$ cat src/rtl/tw_pkg.sv
package tw_pkg;
  typedef enum logic {
    IF_SERIAL   = 1'b0,
    IF_PARALLEL = 1'b1
  } if_mode_e;
endpackage

$ cat src/rtl/tw_sync.sv
// Multi-stage level synchronizer; one chain per bit.
module tw_sync #(
  parameter int unsigned W      = 1,
  parameter int unsigned STAGES = 2,
  parameter logic [W-1:0] RST_VAL = '0
) (
  input  logic         clk,
  input  logic         rst_n,
  input  logic [W-1:0] d_i,
  output logic [W-1:0] q_o
);
  logic [W-1:0] stg_q [STAGES];

  for (genvar s = 0; s < STAGES; s++) begin : g_stage
    if (s == 0) begin : g_first
      always_ff @(posedge clk or negedge rst_n) begin
        if (!rst_n) stg_q[s] <= RST_VAL;
        else        stg_q[s] <= d_i;
      end
    end else begin : g_next
      always_ff @(posedge clk or negedge rst_n) begin
        if (!rst_n) stg_q[s] <= RST_VAL;
        else        stg_q[s] <= stg_q[s-1];
      end
    end
  end

  assign q_o = stg_q[STAGES-1];
endmodule

$ cat src/rtl/tw_edge_det.sv
// Rise/fall detection against the previous synchronized sample.
module tw_edge_det #(
  parameter int unsigned W = 1,
  parameter logic [W-1:0] RST_VAL = '0
) (
  input  logic         clk,
  input  logic         rst_n,
  input  logic [W-1:0] lvl_i,
  output logic [W-1:0] rise_o,
  output logic [W-1:0] fall_o
);
  logic [W-1:0] prev_q;

  always_ff @(posedge clk or negedge rst_n) begin
    if (!rst_n) prev_q <= RST_VAL;
    else        prev_q <= lvl_i;
  end

  assign rise_o = lvl_i & ~prev_q;
  assign fall_o = ~lvl_i & prev_q;
endmodule

$ cat src/rtl/tw_serial_rx.sv
// Serial frame assembler: MSB-first shift, bit count saturating at WORD_W.
module tw_serial_rx #(
  parameter int unsigned WORD_W = 8
) (
  input  logic              clk,
  input  logic              rst_n,
  input  logic              en_i,
  input  logic              load_lvl_i,
  input  logic              load_rise_i,
  input  logic              load_fall_i,
  input  logic              sclk_rise_i,
  input  logic              din_i,
  output logic              commit_o,
  output logic [WORD_W-1:0] word_o
);
  localparam int unsigned CNT_W = $clog2(WORD_W + 1);

  logic              active_q;
  logic [CNT_W-1:0]  cnt_q;
  logic [WORD_W-1:0] shift_q;

  always_ff @(posedge clk or negedge rst_n) begin
    if (!rst_n) begin
      active_q <= 1'b0;
      cnt_q    <= '0;
      shift_q  <= '0;
    end else if (!en_i) begin
      active_q <= 1'b0;
    end else if (load_rise_i) begin
      active_q <= 1'b1;
      cnt_q    <= '0;
      shift_q  <= '0;
    end else if (load_fall_i) begin
      active_q <= 1'b0;
    end else if (sclk_rise_i && active_q && load_lvl_i) begin
      shift_q <= {shift_q[WORD_W-2:0], din_i};
      if (cnt_q != CNT_W'(WORD_W)) cnt_q <= cnt_q + 1'b1;
    end
  end

  assign commit_o = en_i & load_fall_i & active_q & (cnt_q == CNT_W'(WORD_W));
  assign word_o   = shift_q;

  p_cnt_bound_r5: assert property (@(posedge clk) disable iff (!rst_n)
    cnt_q <= CNT_W'(WORD_W));

  p_idle_no_shift_r4: assert property (@(posedge clk) disable iff (!rst_n)
    !load_lvl_i |=> $stable(shift_q));
endmodule

$ cat src/rtl/tw_power_ctl.sv
// Converter enable follows switch-enable once the block is settled;
// a re-enable produces a one-cycle retune request.
module tw_power_ctl (
  input  logic clk,
  input  logic rst_n,
  input  logic locked_i,
  input  logic sw_lvl_i,
  output logic conv_en_o,
  output logic reen_o
);
  logic conv_q;

  always_ff @(posedge clk or negedge rst_n) begin
    if (!rst_n)        conv_q <= 1'b1;
    else if (locked_i) conv_q <= sw_lvl_i;
  end

  assign conv_en_o = conv_q;
  assign reen_o    = locked_i & sw_lvl_i & ~conv_q;

  p_conv_off_r9: assert property (@(posedge clk) disable iff (!rst_n)
    locked_i && !sw_lvl_i |=> !conv_en_o);

  p_reen_on_r10: assert property (@(posedge clk) disable iff (!rst_n)
    reen_o |=> conv_en_o);
endmodule

$ cat src/rtl/tuneword_rx.sv
module tuneword_rx #(
  parameter int unsigned WORD_W      = 8,
  parameter int unsigned SYNC_STAGES = 2
) (
  input  logic              clk,
  input  logic              rst_n,
  input  logic              if_sel_i,
  input  logic [WORD_W-1:0] tune_bus_i,
  input  logic              load_i,
  input  logic              sclk_i,
  input  logic              sw_en_i,
  output logic [WORD_W-1:0] word_o,
  output logic              tune_start_o,
  output logic              conv_en_o
);
  import tw_pkg::*;

  localparam int unsigned IN_W   = WORD_W + 4;
  localparam int unsigned IX_LD  = WORD_W;
  localparam int unsigned IX_SCK = WORD_W + 1;
  localparam int unsigned IX_SW  = WORD_W + 2;
  localparam int unsigned IX_SEL = WORD_W + 3;
  localparam int unsigned SET_W  = $clog2(SYNC_STAGES + 1);
  localparam logic [IN_W-1:0] SYNC_RST = IN_W'(1) << IX_SW;

  logic [IN_W-1:0] raw, syn;
  logic [1:0]      edge_rise, edge_fall;
  logic            unused_sclk_fall;

  assign raw = {if_sel_i, sw_en_i, sclk_i, load_i, tune_bus_i};

  tw_sync #(.W(IN_W), .STAGES(SYNC_STAGES), .RST_VAL(SYNC_RST)) u_sync (
    .clk(clk), .rst_n(rst_n), .d_i(raw), .q_o(syn));

  tw_edge_det #(.W(2), .RST_VAL(2'b00)) u_edge (
    .clk(clk), .rst_n(rst_n), .lvl_i(syn[IX_SCK:IX_LD]),
    .rise_o(edge_rise), .fall_o(edge_fall));

  assign unused_sclk_fall = edge_fall[1];

  // Mode lock once the synchronizer has filled
  logic [SET_W-1:0] settle_q;
  logic             locked_q;
  if_mode_e         mode_q;

  always_ff @(posedge clk or negedge rst_n) begin
    if (!rst_n) begin
      settle_q <= '0;
      locked_q <= 1'b0;
      mode_q   <= IF_SERIAL;
    end else if (!locked_q) begin
      if (settle_q == SET_W'(SYNC_STAGES)) begin
        locked_q <= 1'b1;
        mode_q   <= if_mode_e'(syn[IX_SEL]);
      end else begin
        settle_q <= settle_q + 1'b1;
      end
    end
  end

  logic              ser_en, ser_commit, par_commit, store_en;
  logic [WORD_W-1:0] ser_word, store_val;

  assign ser_en = locked_q & (mode_q == IF_SERIAL);

  tw_serial_rx #(.WORD_W(WORD_W)) u_serial (
    .clk(clk), .rst_n(rst_n), .en_i(ser_en),
    .load_lvl_i(syn[IX_LD]), .load_rise_i(edge_rise[0]), .load_fall_i(edge_fall[0]),
    .sclk_rise_i(edge_rise[1]), .din_i(syn[0]),
    .commit_o(ser_commit), .word_o(ser_word));

  assign par_commit = locked_q & (mode_q == IF_PARALLEL) & edge_fall[0];
  assign store_en   = ser_commit | par_commit;
  assign store_val  = par_commit ? syn[WORD_W-1:0] : ser_word;

  logic conv_en, reen;

  tw_power_ctl u_power (
    .clk(clk), .rst_n(rst_n), .locked_i(locked_q), .sw_lvl_i(syn[IX_SW]),
    .conv_en_o(conv_en), .reen_o(reen));

  logic [WORD_W-1:0] word_q;
  logic              have_word_q, tune_q;

  always_ff @(posedge clk or negedge rst_n) begin
    if (!rst_n) begin
      word_q      <= '0;
      have_word_q <= 1'b0;
      tune_q      <= 1'b0;
    end else begin
      if (store_en) begin
        word_q      <= store_val;
        have_word_q <= 1'b1;
      end
      tune_q <= (store_en & conv_en) | (reen & (have_word_q | store_en));
    end
  end

  assign word_o       = word_q;
  assign tune_start_o = tune_q;
  assign conv_en_o    = conv_en;

  p_mode_frozen_r2: assert property (@(posedge clk) disable iff (!rst_n)
    locked_q && $past(locked_q) |-> $stable(mode_q));

  p_word_hold_r3: assert property (@(posedge clk) disable iff (!rst_n)
    !$past(store_en) |-> $stable(word_q));

  p_no_early_tune_r8: assert property (@(posedge clk) disable iff (!rst_n)
    !have_word_q |-> !tune_start_o);

  p_quiet_when_off_r9: assert property (@(posedge clk) disable iff (!rst_n)
    !conv_en && !syn[IX_SW] |=> !tune_start_o);
endmodule

$ cat config.mk
export PLATFORM = sky130hd
export DESIGN_NAME = tuneword_rx
export DESIGN_NICKNAME = d
export VERILOG_FILES = /design/src/rtl/tw_pkg.sv /design/src/rtl/tw_sync.sv /design/src/rtl/tw_edge_det.sv /design/src/rtl/tw_serial_rx.sv /design/src/rtl/tw_power_ctl.sv /design/src/rtl/tuneword_rx.sv
export SDC_FILE = /design/constraint.sdc
export NUM_CORES = 1
export LEC_CHECK = 0
export ABC_AREA = 1
export BUFFER_PORTS_ARGS = -buffer_cell sky130_fd_sc_hd__buf_2
export CORE_ASPECT_RATIO = 1.2
export CORE_MARGIN = 10
export CORE_UTILIZATION = 45
export DETAILED_ROUTE_END_ITERATION = 12
export SETUP_SLACK_MARGIN = 0.1
export SLEW_MARGIN = 0
export SYNTH_ARGS = -nofsm -noshare
export SYNTH_HDL_FRONTEND = slang
export SYNTH_SLANG_ARGS = --single-unit
$ cat constraint.sdc
create_clock -name clk -period 1.8 [get_ports clk]
set_input_delay 0.36 -clock clk [delete_from_list [all_inputs] [get_ports clk]]
set_output_delay 0.36 -clock clk [all_outputs]
set_load 0.1 [all_outputs]
== After elaboration in Yosys (flattened, before gate mapping) ==
Index checks and enable logic that the tools add are counted.

* Register bits after elaboration: 54
* Input port bits: 14
* Output and inout bits: 10
* Logic and storage cells: 62

* $add $sub $neg: 2
* Equal/unequal tests: 5
* Mux-type cells: 13
* Bitwise gates (word level): 21
* Reductions and logical operators: 8

{| class="wikitable"
|+ Operator list
! operator !! count
|-
| 8-bit two-way mux || 4
|-
| 4-bit two-way mux || 4
|-
| 1-bit bitwise AND || 11
|-
| 1-bit two-way mux || 5
|-
| 1-bit inverter || 5
|-
| 4-bit by 1-bit adder with 4-bit output, second input constant || 1
|-
| 4-bit equality test, second input constant || 1
|-
| 4-bit != test, second input constant || 1
|-
| 2-bit AND reduction || 2
|-
| 4-bit AND reduction || 1
|-
| 2-bit nonzero test || 2
|-
| 3-bit != test, second input constant || 1
|-
| 1-bit bitwise OR || 3
|-
| 3-bit AND reduction || 1
|-
| 2-bit by 1-bit adder with 2-bit output, second input constant || 1
|-
| 2-bit bitwise AND || 1
|-
| 2-bit equality test, second input constant || 1
|-
| 1-bit logical AND || 2
|-
| 2-bit != test, second input constant || 1
|-
| 2-bit inverter || 1
|}

== Depth between registers and ports, before layout ==
* Depth in word-level cells: 9
* Depth in mapped cells: 8
* Mapped depth without buffers: 8

== By module ==
A second synthesis with hierarchy kept.

* Cell total of the unflattened synthesis: 231
* Area, all modules: 2284.7 um^2

{| class="wikitable"
|+ By module, submodules not included
! module !! instances !! cells each !! area an instance (um^2) !! seq. area each (um^2)
|-
| tuneword_rx || 1 || 96 || 760.7 || 350.3
|-
| tw_serial_rx || 1 || 83 || 703.2 || 325.3
|-
| tw_sync || 1 || 36 || 693.2 || 603.1
|-
| tw_edge_det || 1 || 10 || 80.1 || 50.0
|-
| tw_power_ctl || 1 || 6 || 47.5 || 26.3
|}

== Worst setup path after synthesis ==
No wires, ideal clock.

* Path kind: register -> register
* From: register u_power.conv_q (netlist: u_power.conv_en_o)
* To: register tune_q (netlist: tune_start_o)
* Library setup time: 0.113 ns
* Arrival time: 1.182 ns
* Required time: 1.687 ns
* Setup slack: 0.506 ns
* Cell stages (with the launch flop): 6
* Path buffers: 0
* Period minus slack after synthesis: 1.294 ns
* Path through: dfstp_2 inv_1 nand2_1 nand3_1 nand2_1 inv_1

* Word-level cells in the longest chain between the ends: 4
* Elaborated cells on any way between the ends: 5
* Classes of those cells: 5 x bitwise

{| class="wikitable"
|+ RTL lines
! element !! RTL line !! RTL
|-
| start: declaration || tw_power_ctl.sv:11 || <nowiki>logic conv_q;</nowiki>
|-
| start signal: assignment || tw_power_ctl.sv:15 || <nowiki>else if (locked_i) conv_q <= sw_lvl_i;</nowiki>
|-
| 1-bit inverter || tw_power_ctl.sv:19 || <nowiki>assign reen_o = locked_i & sw_lvl_i & ~conv_q;</nowiki>
|-
| 1-bit bitwise AND || tw_power_ctl.sv:19 ||
|-
| 1-bit bitwise AND || tuneword_rx.sv:95 || <nowiki>tune_q <= (store_en & conv_en) | (reen & (have_word_q | store_en));</nowiki>
|-
| 1-bit bitwise OR * || tuneword_rx.sv:95 ||
|-
| end signal: assignment || tuneword_rx.sv:95 ||
|-
| end: declaration || tuneword_rx.sv:83 || <nowiki>logic have_word_q, tune_q;</nowiki>
|}

Every way passes the cells marked *; elsewhere a longest branch is shown, timed or not.
A chain may end at the register's enable or synchronous reset.

== Worst setup path in the final report ==
* From: register u_power.conv_q (netlist: u_power.conv_en_o)
* To: output port conv_en_o

{| class="wikitable"
|+ RTL lines
! element !! RTL line !! RTL
|-
| end: declaration || tuneword_rx.sv:14 || <nowiki>output logic conv_en_o</nowiki>
|}

No word-level cell between the ends.

==> results_dict.tcl <==
set metrics [dict create \
    yosysWarnings 0 \
    worst_pin_slew_ns 0.490 \
    start_util 0.459 \
    drt-total-wl_um 3320 \
    swShare 0.312 \
    p_int_w 0.00187 \
    max_stage_delay_ns 0.54 \
    cts_max_level 2 \
    dieArea_mm2 0.00774 \
    netlist_instances 195 \
    netlist-cell-type-count 25 \
    vias 1278 \
    slew_violations 0 \
    drive_above_1_share 0.224 \
    p_comb_frac 0.181 \
    r2r_start "u_serial.cnt_q[0]$_DFFE_PN0P_" \
    worstPathMaxFanout 2 \
    fin_hold_ws_ns 0.0380 \
    io_buffers 23 \
    hold_buffers 0 \
    clock.fmax_mhz 616 \
    synth_fp_nets 212 \
    yosys.area.top_type_share 0.615 \
    synth_seq_cells 54 \
    ys.flop_type "dfrtp_1" \
    ctsLongestPathBuffers 2 \
    start_kind "flop" \
    worstRegToRegCells 7 \
    vdd_drop_max_uv 750 \
    stdcell_area_mm2 0.00236 \
    globalplace.congestion 0.750 \
    finalCritPeriodShare 0.902 \
    rsz0062_at_grt "false" \
    crit_required_ns 1.44 \
    seqPwrFrac 0.518 \
    grt-ovfl-total 0 \
    place_ws_ns 0.339 \
    crit_family "flip-flops" \
    drt_iter0_drc 52 \
    slowest_stage "dfstp_2" \
    outcome "complete, no violations" \
    hold_class "input port to async pin" \
    firstDrtPassIters 4 \
    core.rowCount 27 \
    cts_tree "yes" \
    grt_pass1_wl_um 6020 \
    numCtsBuffers 5 \
    avgSynthCellArea_um2 10.6 \
    clockPowerShare 0.301 \
    crit_chain "buf_2" \
    ant_nets 0 \
    antenna_found_initial 0 \
    yosys.area.top_type "dfrtp_1" \
    synth_top_cells_by_area "dfrtp_1, nand2_1, dfstp_2" \
    avgRoutedWirePerCell_um 11.8 \
    async_flop_share 1.00 \
    viasPerCell 4.55 \
    hpwl_um 2410 \
    grtUsageTotal 0.0978 \
    num-nets-final 239 \
    fin_tns_setup_ns 0 \
    critPathKind "flop to output port" \
    netSwitchingPower_w 0.000849 \
    finalHoldViolCount 0 \
    syn2layout_area_growth_pct 13.6 \
    nFillCells 446 \
    antennaDiodeCount 0 \
    maxSlewHeadroom 0.675 \
    first_global_vias 1341 \
    worstSetupEndpointType "output port" \
    power_density_mw_per_mm2 1150 \
    setup_viol 0 \
    synth_edf_count 0 \
    p_leak_nw 1.19 \
    fin_skew_ns 0.00548 \
    core_area_mm2 0.00453 \
    layout_setup_ws_ns 0.177 \
    synth_seq_area_share 0.653 \
    utilization 0.521 \
    syn-cell-area_mm2 0.00208 \
    grt_max_degree 55 \
    cts_setup_buffers 0 \
    period_needed_ns 1.62 \
    cts_sinks 54 \
    critPathBufInv 1 \
    drcViolationCount 0 \
    chipHeight_um 94.4 \
    post_dp_cell_area_mm2 0.00224 \
    pin_count 24 \
    ctsRootBufferMaster "clkbuf_8" \
    r2r_slack_ns 0.33 \
    path_clk_slew_ns 0.10 \
    arrival_ns 1.26 \
    post_cts_resized 0 \
    die_w_um 82 \
    clk_latency_ns 0.30 \
    drv_cap 0 \
    r2r-end "have_word_q$_DFFE_PN0P_" \
]
[cells in the mapped netlist, types with 2 or more instances]
library cell and count:
nand3_1 10, o21ai_1 10, o21ai_2 6, inv_2 2, nand2_2 3, dfrtp_1 51
xor2_1 2, buf_6 2, dfstp_2 3, ha_1 3, o21ai_0 6, nor2_1 6
nand2_1 60, inv_1 20
[state kept, by name, indices dropped and copies added, names as in the netlist]
| register | count |
|---|---|
| have_word_q | 1 |
| locked_q | 1 |
| mode_q | 1 |
| settle_q | 2 |
| tune_start_o | 1 |
| u_edge.prev_q | 2 |
| u_power.conv_en_o | 1 |
| u_serial.active_q | 1 |
| u_serial.cnt_q | 4 |
| u_serial.word_o | 8 |
| u_sync.q_o | 12 |
| u_sync.stg_q | 12 |
| word_o | 8 |
[metal layers]
layer / track usage / wire [µm] / up-vias / part of all wire
li1: - / - / 660 / -
met1: 0.118 / 1540 / 604 / 0.46
met2: 0.160 / 1660 / 12 / 0.50
met3: 0.0285 / 97 / 2 / 0.029
met4: 0.0384 / 25 / 0 / 0.0075
met5: 0 / 0 / - / 0
[placed cells by master, fill, tap and decap left out]
master / count
nand3_1: 10
inv_1: 20
nand2_2: 3
dfstp_2: 3
bufinv_16: 1
a21oi_1: 1
buf_2: 23
o21ai_2: 6
nor2_1: 6
nand2_4: 1
inv_2: 2
dfrtp_1: 51
nand3_2: 1
nand4_1: 1
nand3_4: 1
o21ai_1: 10
xor2_1: 2
ha_1: 3
o21bai_1: 1
a211oi_1: 1
nand2_1: 60
o21ai_0: 6
clkbuf_8: 5
inv_6: 2
nand4_4: 1
buf_12: 1
or2_1: 1
[metrics by stage]
step | total power (W) | std cells
floorplan | 0.00181 | 195
global placement | 0.00193 | 273
detailed placement | 0.00194 | 273
CTS | 0.00277 | 281
global route | 0.00287 | 281
finish | 0.00272 | 281
[layout make-up]
cell class / instances / area, µm² / area share
Sequential cell: 54 / 1360 / 0.575
Multi-Input combinational cell: 115 / 597 / 0.253
Timing Repair Buffer: 24 / 135 / 0.0573
Inverter: 22 / 82.6 / 0.0350
Tap cell: 58 / 72.6 / 0.0308
Clock buffer: 5 / 68.8 / 0.0292
Clock inverter: 3 / 47.5 / 0.0202
[worst max path at each step]
| stage | to | startpoint | slack, ns | depth (start not counted) |
|---|---|---|---|---|
| 3_5_place_dp | word_o[2]$_DFFE_PN0P_ | u_serial.cnt_q[0]$_DFFE_PN0P_ | 0.34 | 8 |
| 3_3_place_gp | word_o[1]$_DFFE_PN0P_ | u_serial.cnt_q[0]$_DFFE_PN0P_ | 0.40 | 8 |
| 2_1_floorplan | tune_start_o$_DFF_PN0_ | u_power.conv_en_o$_DFFE_PN1P_ | 0.51 | 5 |
| 4_1_cts | conv_en_o | u_power.conv_en_o$_DFFE_PN1P_ | 0.16 | 1 |
| 6_report | conv_en_o | u_power.conv_en_o$_DFFE_PN1P_ | 0.18 | 1 |
| 5_1_grt | conv_en_o | u_power.conv_en_o$_DFFE_PN1P_ | 0.14 | 1 |
[cell families (layout without fill, tap and decap cells)]
group	count (synthesis)	count (layout)	synth area share
compound gates	25	25	0.0735
flops	54	54	0.653
simple gates	85	85	0.187
xor+xnor	2	2	0.00844
buf+inv	26	54	0.0597
fa+ha+maj	3	3	0.0181
[power groups by stage]
stage | Sequential [W] | Clock [W] | Combinational [W]
2_1_floorplan | 0.00163 | 0 | 0.000182
3_3_place_gp | 0.00143 | 0 | 0.000497
3_5_place_dp | 0.00143 | 0 | 0.000504
4_1_cts | 0.00141 | 0.000855 | 0.000504
5_1_grt | 0.00142 | 0.000906 | 0.000546
6_report | 0.00141 | 0.000819 | 0.000492
Power figures use the tool's default switching activity.
